### src/rtl/tas_pkg.sv
// Package: shared constants for the test-and-set lock word.
// Assumes a 32-bit data path; the value left by a read is fixed at one.
package tas_pkg;
    localparam int unsigned DATA_W = 32;
    typedef logic [DATA_W-1:0] word_t;
    localparam word_t TAKEN_VAL = word_t'(1);
    localparam word_t CLEAR_VAL = '0;

    // Kind of access that hits the lock word this cycle
    typedef enum logic [1:0] {
        OP_NONE = 2'd0,
        OP_READ = 2'd1,
        OP_WRITE = 2'd2
    } op_e;
endpackage

### src/rtl/tas_decode.sv
// Module: tas_decode
// Classifies the request presented this cycle. Only word offset zero
// reaches the lock word; other offsets are answered but produce OP_NONE.
// Assumes at most one access per cycle (read or write, never both).
module tas_decode #(
    parameter int unsigned ADDR_W = 4
) (
    input  logic              req_valid,
    input  logic              req_write,
    input  logic [ADDR_W-1:0] req_addr,
    output tas_pkg::op_e      op,
    output logic              rd_any
);
    import tas_pkg::*;

    logic hit;

    // Offset match against the single word at internal address zero
    always_comb begin
        hit = req_valid && (req_addr == '0);
    end

    // Map the hit and direction to an operation code
    always_comb begin
        if (!hit)          op = OP_NONE;
        else if (req_write) op = OP_WRITE;
        else               op = OP_READ;
        rd_any = req_valid && !req_write;
    end
endmodule

### src/rtl/tas_word.sv
// Module: tas_word
// Holds the lock word. A read sets it to TAKEN_VAL and a write loads the
// data, both on the same edge that accepts the access, so no other access
// can slip between a test and its set. Synchronous active-low reset.
module tas_word (
    input  logic          clk,
    input  logic          rst_n,
    input  tas_pkg::op_e  op,
    input  tas_pkg::word_t wdata,
    output tas_pkg::word_t word_q
);
    import tas_pkg::*;

    word_t word_d;

    // Next-state selection for the stored word
    always_comb begin
        unique case (op)
            OP_READ:  word_d = TAKEN_VAL;
            OP_WRITE: word_d = wdata;
            default:  word_d = word_q;
        endcase
    end

    // Storage register, cleared by reset
    always_ff @(posedge clk) begin
        if (!rst_n) word_q <= CLEAR_VAL;
        else        word_q <= word_d;
    end
endmodule

### src/rtl/tas_resp.sv
// Module: tas_resp
// Registers the response. Valid follows every request by one cycle; data
// carries the pre-access word for a read at offset zero and zero otherwise.
module tas_resp (
    input  logic           clk,
    input  logic           rst_n,
    input  logic           req_valid,
    input  tas_pkg::op_e   op,
    input  tas_pkg::word_t word_q,
    output logic           rsp_valid,
    output tas_pkg::word_t rsp_rdata
);
    import tas_pkg::*;

    word_t data_d;

    // Choose the value returned: old word on a lock read, else zero
    always_comb begin
        data_d = (op == OP_READ) ? word_q : CLEAR_VAL;
    end

    // Response registers
    always_ff @(posedge clk) begin
        if (!rst_n) begin
            rsp_valid <= 1'b0;
            rsp_rdata <= CLEAR_VAL;
        end else begin
            rsp_valid <= req_valid;
            rsp_rdata <= data_d;
        end
    end
endmodule

### src/rtl/tas_lock_reg.sv
// Module: tas_lock_reg (top)
// Test-and-set lock word on a simple synchronous slave port. Reads return
// the old word and leave one; writes store the data. The address is the
// zero-based internal word offset; only offset zero holds the word.
module tas_lock_reg #(
    parameter int unsigned ADDR_W = 4
) (
    input  logic              clk,
    input  logic              rst_n,
    input  logic              req_valid,
    input  logic              req_write,
    input  logic [ADDR_W-1:0] req_addr,
    input  logic [31:0]       req_wdata,
    output logic              rsp_valid,
    output logic [31:0]       rsp_rdata
);
    import tas_pkg::*;

    op_e   op;
    logic  rd_any;
    word_t word_q;

    tas_decode #(.ADDR_W(ADDR_W)) u_dec (
        .req_valid (req_valid),
        .req_write (req_write),
        .req_addr  (req_addr),
        .op        (op),
        .rd_any    (rd_any)
    );

    tas_word u_word (
        .clk    (clk),
        .rst_n  (rst_n),
        .op     (op),
        .wdata  (req_wdata),
        .word_q (word_q)
    );

    tas_resp u_resp (
        .clk       (clk),
        .rst_n     (rst_n),
        .req_valid (req_valid),
        .op        (op),
        .word_q    (word_q),
        .rsp_valid (rsp_valid),
        .rsp_rdata (rsp_rdata)
    );
endmodule

### config.mk
export PLATFORM = sky130hd
export DESIGN_NAME = tas_lock_reg
export DESIGN_NICKNAME = d
export VERILOG_FILES = /design/src/rtl/tas_pkg.sv /design/src/rtl/tas_decode.sv /design/src/rtl/tas_word.sv /design/src/rtl/tas_resp.sv /design/src/rtl/tas_lock_reg.sv
export SDC_FILE = /design/constraint.sdc
export NUM_CORES = 1
export LEC_CHECK = 0
export BUFFER_PORTS_ARGS = -buffer_cell sky130_fd_sc_hd__buf_2
export CAP_MARGIN = 15
export CORE_ASPECT_RATIO = 2
export CORE_MARGIN = 2
export CORE_UTILIZATION = 45
export DETAILED_ROUTE_END_ITERATION = 8
export PLACE_DENSITY = 0.72
export SETUP_SLACK_MARGIN = 0.1
export SYNTH_ARGS = -nofsm -noshare
export SYNTH_HDL_FRONTEND = slang
export SYNTH_SLANG_ARGS = --single-unit
### constraint.sdc
create_clock -name clk -period 1.4 [get_ports clk]
set_clock_uncertainty 0.1 [all_clocks]
set_input_delay 0.28 -clock clk [delete_from_list [all_inputs] [get_ports clk]]
set_output_delay 0.28 -clock clk [all_outputs]
set_load 0.05 [all_outputs]
==> qor.yml, run 1 <==
outcome:
  outcome: "finished, final reports clean"
sta:
  slew-limit-headroom_pct: 79.5
  finalCritPeriodShare_pct: 90.8
  slew_violations: 0
  hold_viol_final: 0
  timing.final.setup_violations: 0
  totalNegativeSetupSlack_ns: 0
  max_slew.worst_pin.slew_ns: 0.307
  rsz0062_at_grt: "no"
  fin_crit_ns: 1.27
  timing.final.ws_setup_ns: 0.128
  max_freq_ghz: 0.786
placement:
  count_of_input_and_output_buffers: 72
  place_ws_ns: -0.0121
  dpl.hpwl_um: 2930
  globalplace.congestion: 0.702
  place_inst: 337
worst_setup_path:
  cp_num_buf_inv: 1
  cp-start-kind: "flop"
  cpLargestDelayFamily: "flip-flops"
  critical_path_required_ns: 1.02
  worstPathCellList: "buf_2"
  timing.setup.critical_path_class: "reg2out"
  timing.critical_path.slowest_stage_cell: "dfxtp_1"
  worst-endpoint-arrival_ns: 0.89
  timing.critical_path.slowest_cell_delay_ns: 0.30
  crit_path_end_kind: "output pin"
  critical_path.max_fanout: 1
clocking:
  numClockSinks: 65
  clk_path_buf_depth: 2
  clock_insertion_delay_worst_skew_ns: 0.33
  cts.clk_slew.worst_paths_ns: 0.07
  tritoncts_clock_tree: "yes"
  clock_tree.htree_level_count: 3
  count_of_buffers_added_by_post_cts_timing_repair_for_setup: 0
  cts-root-buf: "clkbuf_8"
  number_of_buffers_inserted_during_clock_tree_synthesis: 9
finish:
  post_route_cells_drive_above_1_share_pct: 36.6
  area_overhead_vs_synth_pct: 30.7
  final_net_count: 331
  diodes: 0
  post_layout_nonfiller_instances: 352
  regArea_mm2: 0.00130
  multi_input_comb_area_um2: 863
  n_fill_cell: 424
power_and_ir_drop:
  power.density_mw_per_mm2: 1160
  peakVddDrop_mv: 0.735
  total_leakage_power_nw: 1.47
yosys:
  ys_ff_latch: 65
  synth.lib_cells_used.distinct: 17
  netlist_area_mm2: 0.00228
  synth_seq_area_share_pct: 57.2
  mappedNetlistNets: 255
  synth_area_per_cell_um2: 10.6
  ys.warnings.count: 0
  netlist_instances: 215
global_route:
  grt_max_degree: 34
  global_route.usage.total_pct: 17.3
  antenna_violations_before_repair: 0
  first_pass_grt_wire_length_um: 7180
  grt.overflow.total: 0
  first_global_vias: 1729
floorplanning:
  placeable_core_area_mm2: 0.00486
  die_h_um: 105
  die_area_mm2: 0.00568
  placementRows: 36
  initial_util_pct: 46.8
  die_width_um: 54.3
  ioPinCount: 73
flow_run:
  max-cap-violations: 0
hold_path:
  min-delay-path-class: "in2reg"
detailed_routing:
  pre_repair_dr_iteration_count: 6
  detailroute.via_count: 1694
  detail_route.wl_per_cell_um: 12.1
  route.final.wire_length_um: 4250
  ant_nets: 0
  drt-initial-drc-count: 25
  viasPerCell: 4.81
  drc: 0
==> final timing paths <==
kind	start	end	slack, ns	depth (start not counted)
hold / removal	req_valid	u_resp.rsp_valid	0.1	2
setup reg to reg	u_word.word_q[0]	u_word.word_q[0]	0.59	2
setup / recovery	u_resp.rsp_rdata[27]	rsp_rdata[27]	0.13	1
hold reg to reg	u_word.word_q[5]	u_word.word_q[5]	0.35	2
==> report_power, final <==
group | internal [mW] | switching (mW) | total [mW]
Clock | 0.775 | 0.642 | 1.42
Sequential | 1.86 | 0.00325 | 1.86
Combinational | 0.0800 | 0.0898 | 0.170
==> stage by stage <==
stage	total power [mW]	cell area, um2	utilization (%)	hold WS (ns)
final	3.45	2970	61.1	0.0950
after CTS	3.50	2920	60.1	0.0763
after floorplan	1.99	2280	-	0.307
after detailed placement	2.07	2720	55.9	0.341
after global routing	3.59	2970	61.1	0.0832
after global placement	2.07	2720	55.9	0.335
==> metal layers <==
layer,GRT usage (%),wire [um]
met4,9.64,97
met1,18.2,1660
met2,28.6,2230
met3,5.29,253
met5,0,0
==> sequential cells by signal, indices dropped and copies added, names as in the netlist <==
signal and cells:
u_resp.rsp_rdata 32, u_word.word_q 32, u_resp.rsp_valid 1
==> cells in the mapped netlist (all sizes together) <==
cell type / number / area (um2)
inv: 1 / 3.75
nor2b: 1 / 6.26
clkbuf: 8 / 30.0
nor3b: 1 / 18.8
a21oi: 1 / 5.00
nand2: 32 / 123
buf: 8 / 77.6
mux2i: 31 / 310
dfxtp: 65 / 1300
a311oi: 1 / 8.76
and4b: 1 / 13.8
nand3: 31 / 155
and2: 33 / 219
nor2: 1 / 3.75
==> cells by family after synthesis <==
| kind of cell | after synthesis | share of synthesized area [%] |
|---|---|---|
| AO/OA/AOI/OAI | 2 | 0.605 |
| flip-flops | 65 | 57.2 |
| AND/OR/NAND/NOR | 100 | 23.7 |
| multiplexers | 31 | 13.6 |
| buffers and inverters | 17 | 4.89 |
==> placed cells by master (no fill, tap or decap), types with 4 or more instances in the layout <==
cell and count:
and2_2 10, buf_2 42, clkbuf_4 21, dfxtp_1 65, buf_12 4, clkbuf_8 12
nand2_1 31, buf_4 14, nand3_1 31, and2_1 23, mux2i_1 31
==> repair_timing <==
action                                  CTS  global route
hold buffers                              0             0
gates resized for setup                   9            21
endpoints found under the setup margin    9            21
==> layout make-up <==
cell class              count  share of cell area, %
clock buffers              13                   5.68
clock inverters             2                  0.421
inverters                   1                  0.126
multi-input cells         133                   29.0
flip-flops and latches     65                   43.8
well taps                  57                   2.40
repair buffers             81                   18.6
(Power assumes the default switching activity.)
==> run 2, diff against run 1 <==
--- a/config.mk
+++ b/config.mk
@@ -10,6 +10,7 @@
 export CORE_ASPECT_RATIO = 2
 export CORE_MARGIN = 2
 export CORE_UTILIZATION = 45
+export CTS_BUF_LIST = sky130_fd_sc_hd__clkbuf_8
 export DETAILED_ROUTE_END_ITERATION = 8
 export PLACE_DENSITY = 0.72
 export SETUP_SLACK_MARGIN = 0.1
==> constraint.sdc (replaced) <==
create_clock -name clk -period 1.4 [get_ports clk]
set_clock_uncertainty 0.1 [all_clocks]
set_input_delay 0.28 -clock clk [delete_from_list [all_inputs] [get_ports clk]]
set_output_delay 0.28 -clock clk [all_outputs]
set_load 0.02 [all_outputs]
==> run 2 against run 1 <==
Highest routed layer unchanged. Critical path depth unchanged. Design area decreased by 2.5%. Sequential share of layout area increased by 1.1 points. Power decreased by 0.35%. Global-route usage decreased by 0.11 points. Register-to-register slack about the same. Fmax increased by 6.8%. First-iteration DRC count decreased by 16%. Core utilization decreased by 1.5 points. Count of clock-buffer cells in the layout decreased by 1. Sequential power about the same.
==> qor.yml, run 2 (synthesis gave the netlist of run 1 again) <==
outcome:
  outcome: "finished, final reports clean"
hold_path:
  holdPathEnd: "u_resp.rsp_valid"
  min-delay-path-class: "in2reg"
  hold_depth: 2  # unchanged
  hold_start: "req_valid"
global_route:
  grt_max_degree: 34  # unchanged
  first_pass_grt_wire_length_um: 7150  # -0.47%
  antenna_violations_before_repair: 0  # unchanged
  global_route.usage.total_pct: 17.1  # -0.11 points
  first_global_vias: 1735  # +0.35%
  grt.overflow.total: 0  # unchanged
worst_setup_path:
  r2r-end: "u_word.word_q[0]"
  timing.critical_path.slowest_stage_cell: "dfxtp_1"
  timing.critical_path.slowest_cell_delay_ns: 0.32  # +0.02 ns
  timing.rr.start: "u_word.word_q[0]"
  worst-endpoint-arrival_ns: 0.81  # -0.08 ns
  timing.setup.critical_path_class: "reg2out"
  timing.reg2reg.worst_path_depth: 2  # unchanged
  critical_path_required_ns: 1.02  # about the same
  setup.reg_to_reg.worst_slack_ns: 0.59  # about the same
  critical_path.max_fanout: 1  # unchanged
  cp_num_buf_inv: 1  # unchanged
  worstPathCellList: "buf_2"
  cpLargestDelayFamily: "flip-flops"
  crit_path_end_kind: "output pin"
  cp-start-kind: "flop"
sta:
  fin_crit_ns: 1.19  # -0.0804 ns
  rsz0062_at_grt: "no"
  max_slew.worst_pin.slew_ns: 0.305  # -0.00176 ns
  timing.final.setup_violations: 0  # unchanged
  slew-limit-headroom_pct: 79.6  # +0.12 points
  max_freq_ghz: 0.839  # +6.8%
  hold_viol_final: 0  # unchanged
  finalCritPeriodShare_pct: 85.1  # -5.7 points
  slew_violations: 0  # unchanged
  timing.final.ws_setup_ns: 0.209  # +0.0804 ns
clocking:
  tritoncts_clock_tree: "yes"
  cts-root-buf: "clkbuf_8"
  number_of_buffers_inserted_during_clock_tree_synthesis: 9  # unchanged
  count_of_buffers_added_by_post_cts_timing_repair_for_setup: 0  # unchanged
  numClockSinks: 65  # unchanged
  post_cts_resized: 0  # -9
  cts.clk_slew.worst_paths_ns: 0.06  # about the same
  clk_path_buf_depth: 2  # unchanged
  clock_tree.htree_level_count: 3  # unchanged
  cts_hold_repair.buffers: 0  # unchanged
  clock_insertion_delay_worst_skew_ns: 0.33  # about the same
power_and_ir_drop:
  p_int_mw: 2.71  # -0.30%
  power.switching_fraction_pct: 21.3  # -0.036 points
  share_clk_of_total_power_pct: 41.0  # about the same
  peakVddDrop_mv: 0.734  # -0.22%
  totalPowerFinal_mw: 3.44  # -0.35%
  power.net_switching_mw: 0.732  # -0.51%
  total_leakage_power_nw: 1.49  # +1.4%
  power.sequential.fraction_pct: 54.2  # +0.2 points
  power.density_mw_per_mm2: 1190  # +2.2%
  share_comb_of_total_power_pct: 4.8  # about the same
detailed_routing:
  drt-initial-drc-count: 21  # -16%
  route.final.wire_length_um: 4230  # -0.38%
  drc: 0  # unchanged
  detailroute.via_count: 1699  # +0.30%
  detail_route.wl_per_cell_um: 12.0  # -0.38%
  pre_repair_dr_iteration_count: 4  # -2
  viasPerCell: 4.83  # +0.30%
  ant_nets: 0  # unchanged
finish:
  area_overhead_vs_synth_pct: 27.4
  diodes: 0  # unchanged
  final_net_count: 331  # unchanged
  post_layout_nonfiller_instances: 352  # unchanged
  most-common-layout-cells: "buf_2 (72), dfxtp_1 (65), nand3_1 (31), nand2_1 (31), mux2i_1 (31)"
  layout.cell_area.non_filler_mm2: 0.00290  # -2.5%
  final_common_cell: "buf_2"
  n_fill_cell: 442  # +4.2%
  post_route_cells_drive_above_1_share_pct: 36.6  # unchanged
  layout_top_registers: "u_resp.rsp_rdata (32), u_word.word_q (32), u_resp.rsp_valid (1)"
  final_core_util_pct: 59.6  # -1.5 points
floorplanning:
  die_width_um: 54.3  # unchanged
  die_h_um: 105  # unchanged
  ioPinCount: 73  # unchanged
  initial_util_pct: 46.8  # unchanged
  placeable_core_area_mm2: 0.00486  # unchanged
  die_area_mm2: 0.00568  # unchanged
  placementRows: 36  # unchanged
placement:
  placed_area_mm2: 0.00272  # unchanged
  globalplace.congestion: 0.702  # unchanged
  count_of_input_and_output_buffers: 72  # unchanged
  dpl.hpwl_um: 2930  # unchanged
  place_ws_ns: -0.0121  # unchanged
  place_inst: 337  # unchanged
flow_run:
  max-cap-violations: 0  # unchanged
-- run 2: worst max path at each step --
| stage | start | slack, ns | endpoint | cells after the start |
|---|---|---|---|---|
| global placement | req_addr[3] | 0.02 | u_resp.rsp_rdata[5] | 5 |
| floorplan | req_addr[3] | 0.20 | u_resp.rsp_rdata[3] | 4 |
| CTS | u_resp.rsp_rdata[15] | 0.19 | rsp_rdata[15] | 1 |
| detailed placement | req_addr[3] | -0.01 | u_resp.rsp_rdata[5] | 5 |
| finish | u_resp.rsp_rdata[15] | 0.21 | rsp_rdata[15] | 1 |
| global route | u_resp.rsp_rdata[30] | 0.16 | rsp_rdata[30] | 1 |
-- run 2: metal layers --
metal  share of wire, %  track usage, %  vias to the layer above
met5                  0               0                        -
met4                2.7            9.64                        0
met3                6.5            5.14                       10
met2                 52            28.3                       54
met1                 39            18.2                      780
li1                   -               -                      855
-- run 2: cell type report --
class / instances / area (um2) / share of cell area (%)
clock buffers: 12 / 165 / 5.70
flip-flops and latches: 65 / 1300 / 44.9
clock inverters: 3 / 16.3 / 0.561
multi-input cells: 133 / 863 / 29.8
well taps: 57 / 71.3 / 2.46
inverters: 1 / 3.75 / 0.129
repair buffers: 81 / 478 / 16.5
-- run 2: through the flow --
step	setup TNS, ns	hold slack (ns)
after floorplan	0	0.307
after global placement	0	0.335
after detailed placement	-0.0247	0.341
after CTS	0	0.0763
after global routing	0	0.0832
final	0	0.0931
-- run 2: power by group through the flow --
stage                     Combinational [mW]  Clock, mW  Sequential (mW)
after floorplan                       0.0825          0             1.90
after global placement                 0.168          0             1.90
after detailed placement               0.168          0             1.90
after CTS                              0.169       1.46             1.86
after global routing                   0.182       1.54             1.86
final                                  0.166       1.41             1.86
==> run 3, diff against run 2 <==
--- a/config.mk
+++ b/config.mk
@@ -13,6 +13,7 @@
 export CTS_BUF_LIST = sky130_fd_sc_hd__clkbuf_8
 export DETAILED_ROUTE_END_ITERATION = 8
 export PLACE_DENSITY = 0.72
+export RECOVER_POWER = 100
 export SETUP_SLACK_MARGIN = 0.1
 export SYNTH_ARGS = -nofsm -noshare
 export SYNTH_HDL_FRONTEND = slang
==> run 3 against run 2 <==
Fmax fell by 5.9%. Core utilization down 1.4 points. Count of clock-buffer cells in the layout is the same. Highest routed layer unchanged. Clock power about the same. Sequential share of layout area grew 1.1 points. Register-to-register slack is essentially flat.
==> qor.yml, run 3 (synthesis gave the netlist of run 1 again) <==
hold_path:
  hold_depth: 3  # +1
  min-delay-path-class: "in2reg"
worst_setup_path:
  cpLargestDelayFamily: "flip-flops"
  timing.critical_path.depth: 1  # unchanged
  cp-start-kind: "flop"
  cp_num_buf_inv: 1  # unchanged
  timing.critical_path.slowest_cell_delay_ns: 0.32  # about the same
  worst-endpoint-arrival_ns: 0.89  # +0.08 ns
  timing.critical_path.slowest_stage_cell: "dfxtp_1"
  crit_path_end_kind: "output pin"
  timing.reg2reg.worst_path_depth: 2  # unchanged
  worstPathCellList: "clkbuf_1"
  critical_path.max_fanout: 1  # unchanged
  critical_path_required_ns: 1.02  # about the same
  timing.setup.critical_path_class: "reg2out"
global_route:
  global_route.usage.total_pct: 17.1  # unchanged
  first_pass_grt_wire_length_um: 7150  # unchanged
  antenna_violations_before_repair: 0  # unchanged
  grt_max_degree: 34  # unchanged
  grt.overflow.total: 0  # unchanged
  first_global_vias: 1735  # unchanged
sta:
  finalCritPeriodShare_pct: 90.4  # +5.3 points
  slew-limit-headroom_pct: 62.6  # -17 points
  slew_violations: 0  # unchanged
  fin_crit_ns: 1.27  # +0.0747 ns
  fin_hold_ws_ns: 0.111  # +0.0181 ns
  rsz0062_at_grt: "no"
  max_slew.worst_pin.slew_ns: 0.562  # +0.256 ns
  timing.final.setup_violations: 0  # unchanged
  hold_viol_final: 0  # unchanged
  max_freq_ghz: 0.790  # -5.9%
power_and_ir_drop:
  p_int_mw: 2.70  # -0.15%
  total_leakage_power_nw: 1.33  # -11%
  power.density_mw_per_mm2: 1210  # +2.3%
  peakVddDrop_mv: 0.735  # +0.23%
  share_comb_of_total_power_pct: 4.7  # about the same
  power.sequential.fraction_pct: 54.2  # about the same
  share_clk_of_total_power_pct: 41.1  # about the same
  power.net_switching_mw: 0.733  # +0.16%
  power.switching_fraction_pct: 21.3  # +0.052 points
clocking:
  cts-root-buf: "clkbuf_8"
  post_cts_resized: 0  # unchanged
  clock_tree.htree_level_count: 3  # unchanged
  cts.clk_slew.worst_paths_ns: 0.07  # about the same
  count_of_buffers_added_by_post_cts_timing_repair_for_setup: 0  # unchanged
  clock_insertion_delay_worst_skew_ns: 0.33  # about the same
  numClockSinks: 65  # unchanged
  number_of_buffers_inserted_during_clock_tree_synthesis: 9  # unchanged
  tritoncts_clock_tree: "yes"
  cts_hold_repair.buffers: 0  # unchanged
  clk_path_buf_depth: 2  # unchanged
detailed_routing:
  pre_repair_dr_iteration_count: 4  # unchanged
  ant_nets: 0  # unchanged
  detailroute.via_count: 1688  # -0.65%
  detail_route.wl_per_cell_um: 12.2  # +1.3%
  viasPerCell: 4.80  # -0.65%
  route.final.wire_length_um: 4280  # +1.3%
  drt-initial-drc-count: 16  # -24%
  drc: 0  # unchanged
outcome:
  outcome: "finished, final reports clean"
floorplanning:
  placeable_core_area_mm2: 0.00486  # unchanged
  die_width_um: 54.3  # unchanged
  ioPinCount: 73  # unchanged
  placementRows: 36  # unchanged
  initial_util_pct: 46.8  # unchanged
  die_area_mm2: 0.00568  # unchanged
  die_h_um: 105  # unchanged
placement:
  globalplace.congestion: 0.702  # unchanged
  dpl.hpwl_um: 2930  # unchanged
  place_inst: 337  # unchanged
  count_of_input_and_output_buffers: 72  # unchanged
finish:
  n_fill_cell: 456  # +3.2%
  post_layout_nonfiller_instances: 352  # unchanged
  diodes: 0  # unchanged
  layout_top_registers: "u_resp.rsp_rdata (32), u_word.word_q (32), u_resp.rsp_valid (1)"
  most-common-layout-cells: "dfxtp_1 (65), buf_2 (38), clkbuf_1 (35), nand2_1 (32)"
  area_overhead_vs_synth_pct: 24.4
  final_common_cell: "dfxtp_1"
  final_net_count: 331  # unchanged
  post_route_cells_drive_above_1_share_pct: 24.1  # -13 points
flow_run:
  max-cap-violations: 0  # unchanged
## run 3: cell count changes in the layout (fill, tap and decap cells not counted)
| cell | before | now |
|---|---|---|
| clkbuf_2 | 0 | 1 |
| nand2_2 | 1 | 0 |
| and4b_1 | 0 | 1 |
| nand2_1 | 31 | 32 |
| clkbuf_4 | 0 | 1 |
| clkbuf_1 | 0 | 35 |
| buf_12 | 4 | 3 |
| and2_1 | 23 | 16 |
| and2_0 | 0 | 7 |
| buf_2 | 72 | 38 |
| and4b_4 | 1 | 0 |
| buf_4 | 5 | 3 |
## run 3: cell type report
cell class,count,area [um2],share of cell area [%]
Sequential cell,65,1300,46.0
Timing Repair Buffer,81,417,14.7
Clock inverter,3,16.3,0.574
Multi-Input combinational cell,133,857,30.3
Tap cell,57,71.3,2.52
Clock buffer,12,165,5.83
Inverter,1,3.75,0.133
## run 3: power groups by stage
| stage | clock (mW) | combinational [mW] | sequential, mW |
|---|---|---|---|
| floorplan | 0 | 0.0825 | 1.90 |
| global placement | 0 | 0.168 | 1.90 |
| detailed placement | 0 | 0.168 | 1.90 |
| CTS | 1.46 | 0.169 | 1.86 |
| global route | 1.54 | 0.177 | 1.86 |
| finish | 1.41 | 0.161 | 1.86 |
## run 3: worst paths after layout
path	start	endpoint	slack [ns]
hold / removal	req_wdata[30]	u_word.word_q[30]	0.11
hold reg to reg	u_word.word_q[5]	u_word.word_q[5]	0.35
setup reg to reg	u_word.word_q[0]	u_word.word_q[0]	0.59
setup / recovery	u_resp.rsp_rdata[15]	rsp_rdata[15]	0.13
## run 3: through the flow
step	setup slack [ns]	TNS [ns]	power (mW)	instance area, um2	utilization, %
after global routing	0.0826	0	3.58	2830	58.2
after floorplan	0.201	0	1.99	2280	-
after global placement	0.0225	0	2.07	2720	55.9
after CTS	0.187	0	3.49	2900	59.6
final	0.134	0	3.43	2830	58.2
after detailed placement	-0.0121	-0.0247	2.07	2720	55.9
## run 3: layer usage
layer	GRT usage [%]	up-vias	routed length, um
met5	0	-	0
met4	9.64	0	95
li1	-	857	-
met2	28.3	49	2160
met3	5.14	9	285
met1	18.2	773	1750
